## src/rtl/cla_pkg.sv

```systemverilog
package cla_pkg;

  // per-bit carry terms
  typedef struct packed {
    logic gen;
    logic prop;
  } gp_t;

  function automatic gp_t bit_gp(input logic a, input logic b);
    gp_t r;
    r.gen  = a & b;
    r.prop = a | b;
    return r;
  endfunction

endpackage

```

## src/rtl/cla_lookahead.sv

```systemverilog
// Flat lookahead: every carry is a sum of products of gen/prop and cin.
module cla_lookahead #(
  parameter int N = 4
) (
  input  logic [N-1:0] gen_i,
  input  logic [N-1:0] prop_i,
  input  logic         cin_i,
  output logic [N:0]   carry_o
);

  always_comb begin
    carry_o[0] = cin_i;
    for (int k = 1; k <= N; k++) begin
      logic acc;
      logic run;
      // cin term: AND of all propagates below k
      run = cin_i;
      for (int m = 0; m < k; m++) run = run & prop_i[m];
      acc = run;
      // generate terms: g_j AND propagates j+1..k-1
      for (int j = 0; j < k; j++) begin
        logic term;
        term = gen_i[j];
        for (int m = j + 1; m < k; m++) term = term & prop_i[m];
        acc = acc | term;
      end
      carry_o[k] = acc;
    end
  end

  // flat result must agree with chained recurrence (R5 at top, R6 in groups)
  always_comb begin
    for (int k = 0; k < N; k++) begin
      p_chain_match_r5: assert (carry_o[k+1] == (gen_i[k] | (prop_i[k] & carry_o[k])))
        else $error("lookahead carry %0d disagrees with recurrence", k + 1);
    end
  end

endmodule

```

## src/rtl/cla_group.sv

```systemverilog
module cla_group
  import cla_pkg::*;
#(
  parameter int GW = 4
) (
  input  logic [GW-1:0] a_i,
  input  logic [GW-1:0] b_i,
  input  logic          cin_i,
  output logic [GW-1:0] sum_o,
  output logic          grp_gen_o,
  output logic          grp_prop_o
);

  logic [GW-1:0] gen, prop;
  logic [GW:0]   carry;

  for (genvar i = 0; i < GW; i++) begin : g_bit
    gp_t gp;
    assign gp      = bit_gp(a_i[i], b_i[i]);
    assign gen[i]  = gp.gen;
    assign prop[i] = gp.prop;
    assign sum_o[i] = a_i[i] ^ b_i[i] ^ carry[i];
  end

  // internal carries, R6
  cla_lookahead #(.N(GW)) u_bit_la (
    .gen_i   (gen),
    .prop_i  (prop),
    .cin_i   (cin_i),
    .carry_o (carry)
  );

  assign grp_prop_o = &prop;

  always_comb begin
    logic acc;
    acc = 1'b0;
    for (int j = 0; j < GW; j++) begin
      logic term;
      term = gen[j];
      for (int m = j + 1; m < GW; m++) term = term & prop[m];
      acc = acc | term;
    end
    grp_gen_o = acc;
  end

  always_comb begin
    p_bit_gp_r3: assert ((gen & ~prop) == '0)
      else $error("generate without propagate");
    p_group_out_r4: assert ((grp_gen_o | (grp_prop_o & cin_i)) == carry[GW])
      else $error("group G/P disagree with top internal carry");
    p_group_r6: assert (carry[0] == cin_i)
      else $error("group carry-in not at bit 0");
  end

endmodule

```

## src/rtl/cla_adder16.sv

```systemverilog
module cla_adder16 #(
  parameter int WIDTH   = 16,
  parameter int GROUP_W = 4
) (
  input  logic [WIDTH-1:0] a_i,
  input  logic [WIDTH-1:0] b_i,
  input  logic             carry_i,
  output logic [WIDTH-1:0] sum_o,
  output logic             carry_o
);

  localparam int NG = WIDTH / GROUP_W;

  logic [NG-1:0] grp_gen, grp_prop;
  logic [NG:0]   grp_carry;

  for (genvar k = 0; k < NG; k++) begin : g_grp
    cla_group #(.GW(GROUP_W)) u_grp (
      .a_i        (a_i[k*GROUP_W +: GROUP_W]),
      .b_i        (b_i[k*GROUP_W +: GROUP_W]),
      .cin_i      (grp_carry[k]),
      .sum_o      (sum_o[k*GROUP_W +: GROUP_W]),
      .grp_gen_o  (grp_gen[k]),
      .grp_prop_o (grp_prop[k])
    );
  end

  // second level, R5
  cla_lookahead #(.N(NG)) u_grp_la (
    .gen_i   (grp_gen),
    .prop_i  (grp_prop),
    .cin_i   (carry_i),
    .carry_o (grp_carry)
  );

  assign carry_o = grp_carry[NG];

  always_comb begin
    logic [WIDTH:0] ref_sum;
    ref_sum = {1'b0, a_i} + {1'b0, b_i} + {{WIDTH{1'b0}}, carry_i};
    p_sum_r1: assert (sum_o == ref_sum[WIDTH-1:0])
      else $error("sum mismatch");
    p_cout_r2: assert (carry_o == ref_sum[WIDTH])
      else $error("carry-out mismatch");
    p_ones_r7: assert (!((&a_i) && (&b_i) && carry_i) || ((&sum_o) && carry_o))
      else $error("all-ones case wrong");
  end

endmodule

```

## config.mk

```make
export PLATFORM = sky130hd
export DESIGN_NAME = cla_adder16
export DESIGN_NICKNAME = d
export VERILOG_FILES = /design/src/rtl/cla_pkg.sv /design/src/rtl/cla_lookahead.sv /design/src/rtl/cla_group.sv /design/src/rtl/cla_adder16.sv
export SDC_FILE = /design/constraint.sdc
export NUM_CORES = 1
export LEC_CHECK = 0
export BUFFER_PORTS_ARGS = -buffer_cell sky130_fd_sc_hd__buf_4
export CORE_ASPECT_RATIO = 1.1
export CORE_MARGIN = 4
export CORE_UTILIZATION = 30
export DETAILED_ROUTE_END_ITERATION = 8
export PLACE_DENSITY = 0.61
export SLEW_MARGIN = 20
export SYNTH_ARGS = -nofsm -noshare
export SYNTH_HDL_FRONTEND = slang
export SYNTH_SLANG_ARGS = --single-unit
```

## constraint.sdc

```tcl
create_clock -name vclk -period 8.9
set_input_delay 1.78 -clock vclk [all_inputs]
set_output_delay 1.78 -clock vclk [all_outputs]
set_load 0.1 [all_outputs]
```

==> results of run 1 <==
[power by group through the flow]
stage | sequential [W] | clock, W | combinational (W)
3_5_place_dp | 0 | 0 | 0.000220
6_report | 0 | 0 | 0.000219
4_1_cts | 0 | 0 | 0.000221
5_1_grt | 0 | 0 | 0.000232
3_3_place_gp | 0 | 0 | 0.000220
2_1_floorplan | 0 | 0 | 0.000174
[layer usage]
| metal | global-route usage (%) | vias up | share of wire, % |
|---|---|---|---|
| li1 | - | 643 | - |
| met1 | 12.3 | 520 | 45 |
| met2 | 18.6 | 23 | 52 |
| met3 | 0.528 | 0 | 3.6 |
| met4 | 0 | 0 | 0 |
| met5 | 0 | - | 0 |
[cell usage in the layout (no fill, tap or decap), types with 2 or more instances in the layout]
| master | instances |
|---|---|
| a2111oi_2 | 2 |
| a21o_2 | 2 |
| a21oi_1 | 4 |
| a311oi_1 | 2 |
| buf_4 | 50 |
| fa_1 | 4 |
| ha_1 | 32 |
| inv_1 | 43 |
| nand2_1 | 6 |
| nand2b_1 | 3 |
| nand3_1 | 4 |
| nor2_1 | 9 |
| nor2b_1 | 4 |
| nor3_1 | 3 |
| nor3_2 | 2 |
| nor3b_1 | 3 |
| nor4_1 | 2 |
| o21a_1 | 2 |
| o21ai_0 | 3 |
| o21bai_1 | 2 |
| or2_2 | 2 |
| xnor2_1 | 2 |
| xor2_1 | 5 |
[worst max-delay path, stage by stage]
cell,delay (ns)
buf_4,0.12
ha_1,0.21
nor2b_1,0.15
o311ai_1,0.31
o211ai_1,0.24
or3_2,0.51
fa_1,0.38
xor2_1,0.18
buf_4,0.31
[final cells by class]
class / instances / area (sq um) / area share (%)
tap: 52 / 65.1 / 3.88
multi-input combinational: 120 / 1080 / 64.1
inverter: 43 / 161 / 9.62
timing repair buffer: 50 / 375 / 22.4
[worst paths after layout]
kind / to / slack (ns) / startpoint / cells after the start
setup / recovery: sum_o[13] / 2.92 / a_i[8] / 9
hold / removal: sum_o[8] / 4.10 / b_i[8] / 3
[through the flow]
step	cells	setup WS, ns	cell area, sq um	hold WS (ns)	utilization [%]
after floorplan	163	1.83	1240	4.10	-
after global placement	265	2.90	1680	4.10	42.3
after detailed placement	265	2.88	1680	4.10	42.3
after CTS	265	2.89	1680	4.10	42.3
after global routing	265	2.83	1680	4.12	42.3
final	265	2.92	1680	4.10	42.3
[kinds of logic (layout without fill, tap and decap cells)]
group	count (synthesis)	in the layout	share of synthesized area, %
mux	1	1	0.910
fa+ha+maj	36	36	38.8
xor+xnor	7	7	4.95
buf+inv	43	93	13.0
simple gates	47	47	22.6
compound gates	29	29	19.6
==> results.py, run 1 <==
metrics = {
    "yosys": {
        "ys_warn_count": 0,
        "synthCells": 163,
        "ys_types": 44,
        "syn_nets": 232,
        "synth.area.top_cells": "ha_1 (32%), inv_1 (13%), fa_1 (6.5%)",
        "ys_seq_area_share_pct": 0,
        "synth.most_common_cell": "inv_1",
        "synth_common_cells": "inv_1 (43), ha_1 (32), nor2_1 (9)",
        "syn-cell-area_sq_mm": 0.00124,
        "postSynthAreaPerCell_sq_um": 7.59,
        "yosys.area.top_type": "ha_1",
        "yosys.area.top_type_share_pct": 32.4,
    },
    "global_routing": {
        "grt_overflow": 0,
        "antenna_found_initial": 0,
        "grt_max_degree": 9,
        "grt_pass1_wl_um": 4420,
        "grtUsageTotal_pct": 9.49,
        "grt_pass1_vias": 1060,
    },
    "critical_path": {
        "cp_max_fo": 5,
        "end_kind": "output port",
        "critPathLaunchType": "primary input",
        "worstSetupPathType": "primary input to output port",
        "required_ns": 7.12,
        "worstPathArrival_ns": 4.20,
    },
    "detailed_routing": {
        "firstDrtPassIters": 4,
        "drc": 0,
        "wl_per_cell_um": 9.57,
        "route.vias.total": 1186,
        "drt-initial-drc-count": 32,
        "via_per_inst": 4.48,
        "drtAntennaViolNets": 0,
        "detail_route.wirelength_um": 2540,
    },
    "run": {
        "max_cap_violations": 0,
    },
    "final_layout": {
        "seq_cells": 0,
        "nets": 284,
        "nFillCells": 447,
        "num-clock-buffers": 0,
        "regArea_sq_um": 0,
        "insertedDiodeCount": 0,
        "syn2layout_area_growth_pct": 35.6,
        "drive_above_1_share_pct": 30.0,
    },
    "sta": {
        "slew_viol_final": 0,
        "max-slew-margin-rel_pct": 74.4,
        "min_period_over_period_pct": 67.2,
        "fin_setup_tns_ns": 0,
        "rsz0062_at_grt": "false",
        "worst_pin_slew_ns": 0.374,
        "fin_crit_ns": 5.98,
        "max_freq_ghz": 0.167,
        "hold_viol_final": 0,
        "finalSetupViolations": 0,
    },
    "placed_design": {
        "io_buffer_count": 50,
        "place_congestion": 0.770,
        "hpwl_um": 2340,
    },
    "floorplan": {
        "io_pins": 50,
        "fp.dieH_um": 75.4,
        "dieArea_sq_mm": 0.00522,
        "core_area_sq_mm": 0.00396,
        "die_width_um": 69.2,
        "std_cell_rows": 24,
        "initial_core_util_pct": 31.2,
    },
    "power_and_ir_drop": {
        "power_switching_w": 0.000162,
        "worst_ir_drop_vdd_v": 0.0000617,
        "powerDensity_mw_per_mm2": 130,
        "switching_share_pct": 73.9,
        "power.share.clock_pct": 0,
        "p_int_w": 0.0000570,
        "power.leakage_nw": 0.927,
        "pwr-share-comb_pct": 100.0,
        "power_frac_seq_pct": 0,
        "p_total_w": 0.000219,
    },
    "run_status": {
        "outcome": "finished clean",
    },
    "clock_tree": {
        "post_cts_resized": 0,
        "holdBufCountCts": 0,
        "post_cts_buffers": 0,
    },
    "min_path": {
        "hold_path.class": "primary input to output port",
    },
}
Note: power is estimated with default switching activity, not from simulation.
==> inputs of run 2 (changes only) <==
- clock period: 8.9 -> 6.1 ns (I/O delays scaled with it)
==> run 2 against run 1 <==
Compared with the run above:
- power rose by 46%
- first-iteration DRC count fell by 3.1%
- non-clock buffer count did not move
- wire length fell by 2.5%
==> results.py, run 2 (synthesized netlist as in run 1, its figures left out) <==
metrics = {
    "run_status": {
        "outcome": "finished clean",
    },
    "final_layout": {
        "syn2layout_area_growth_pct": 35.6,
        "seq_cells": 0,
        "layout_common_cells": "buf_4 (50), inv_1 (43), ha_1 (32)",
        "nets": 284,
        "drive_above_1_share_pct": 30.0,
        "insertedDiodeCount": 0,
        "regArea_sq_um": 0,
        "num-clock-buffers": 0,
        "mostFrequentLayoutCell": "buf_4",
    },
    "critical_path": {
        "path_buf_inv": 2,
        "crit_path_frequent_cell": "buf_4",
        "crit_path_top_delay_cell": "or3_2",
        "critPathTopFamily": "simple AND/OR/NAND/NOR gates",
        "worstPathArrival_ns": 3.63,
        "critPathLaunchType": "primary input",
        "required_ns": 4.88,
        "slowest_delay_ns": 0.51,
        "worstSetupPathType": "primary input to output port",
        "cp_max_fo": 5,
        "end_kind": "output port",
        "path_cells": "buf_4 > ha_1 > nor2b_1 > o311ai_1 > o211ai_1 > or3_2 > fa_1 > xor2_1 > buf_4",
    },
    "clock_tree": {
        "holdBufCountCts": 0,
        "post_cts_resized": 0,
        "post_cts_buffers": 0,
    },
    "floorplan": {
        "initial_core_util_pct": 31.2,
        "std_cell_rows": 24,
        "die_width_um": 69.2,
        "dieArea_sq_mm": 0.00522,
        "io_pins": 50,
        "core_area_sq_mm": 0.00396,
        "fp.dieH_um": 75.4,
    },
    "power_and_ir_drop": {
        "power_switching_w": 0.000235,
        "power.leakage_nw": 0.927,
        "pwr-share-comb_pct": 100.0,
        "power.share.clock_pct": 0,
        "worst_ir_drop_vdd_v": 0.0000885,
        "p_int_w": 0.0000830,
        "switching_share_pct": 73.9,
        "p_total_w": 0.000318,
        "powerDensity_mw_per_mm2": 190,
        "power_frac_seq_pct": 0,
    },
    "detailed_routing": {
        "drt-initial-drc-count": 31,
        "detail_route.wirelength_um": 2470,
        "wl_per_cell_um": 9.33,
        "route.vias.total": 1179,
        "drtAntennaViolNets": 0,
        "via_per_inst": 4.45,
        "drc": 0,
        "firstDrtPassIters": 4,
    },
    "min_path": {
        "hold_path.class": "primary input to output port",
    },
    "run": {
        "max_cap_violations": 0,
    },
    "sta": {
        "fin_crit_ns": 4.85,
        "slew_viol_final": 0,
        "finalSetupViolations": 0,
        "min_period_over_period_pct": 79.5,
        "fin_setup_tns_ns": 0,
        "max-slew-margin-rel_pct": 74.8,
        "rsz0062_at_grt": "false",
        "worst_pin_slew_ns": 0.369,
        "hold_viol_final": 0,
        "max_freq_ghz": 0.206,
    },
    "placed_design": {
        "place_congestion": 0.770,
        "hpwl_um": 2320,
        "io_buffer_count": 50,
    },
    "global_routing": {
        "grt_pass1_wl_um": 4320,
        "grt_overflow": 0,
        "grt_max_degree": 9,
        "grt_pass1_vias": 1055,
        "grtUsageTotal_pct": 9.26,
        "antenna_found_initial": 0,
    },
}
-- run 2: power groups by stage --
| stage | sequential, W | combinational, W | clock [W] |
|---|---|---|---|
| finish | 0 | 0.000318 | 0 |
| global route | 0 | 0.000338 | 0 |
| CTS | 0 | 0.000321 | 0 |
| detailed placement | 0 | 0.000321 | 0 |
| global placement | 0 | 0.000320 | 0 |
| floorplan | 0 | 0.000255 | 0 |
-- run 2: per-stage QoR --
stage | std cells | area, sq um | setup slack, ns | hold slack [ns] | utilization [%]
global placement | 265 | 1680 | 1.22 | 2.98 | 42.3
global route | 265 | 1680 | 1.15 | 2.99 | 42.3
CTS | 265 | 1680 | 1.22 | 2.98 | 42.3
finish | 265 | 1680 | 1.25 | 2.97 | 42.3
floorplan | 163 | 1240 | 0.147 | 2.98 | -
detailed placement | 265 | 1680 | 1.21 | 2.98 | 42.3
-- run 2: cell type report --
cell class / count / area [sq um]
well taps: 52 / 65.1
repair buffers: 50 / 375
fillers: 439 / 2290
multi-input cells: 120 / 1080
inverters: 43 / 161
-- run 2: worst min-delay path, stage by stage --
cell and delay [ns]:
buf_4 0.10, fa_1 0.15, buf_4 0.28
-- run 2: final timing paths --
path | start | to | slack, ns | depth (start not counted)
min | b_i[8] | sum_o[8] | 2.97 | 3
max | a_i[8] | sum_o[13] | 1.25 | 9
-- run 2: routing by layer --
layer / track usage, % / part of all wire, %
met1: 11.8 / 45
met5: 0 / 0
met4: 0 / 0
met2: 18.4 / 51
met3: 0.660 / 4.0
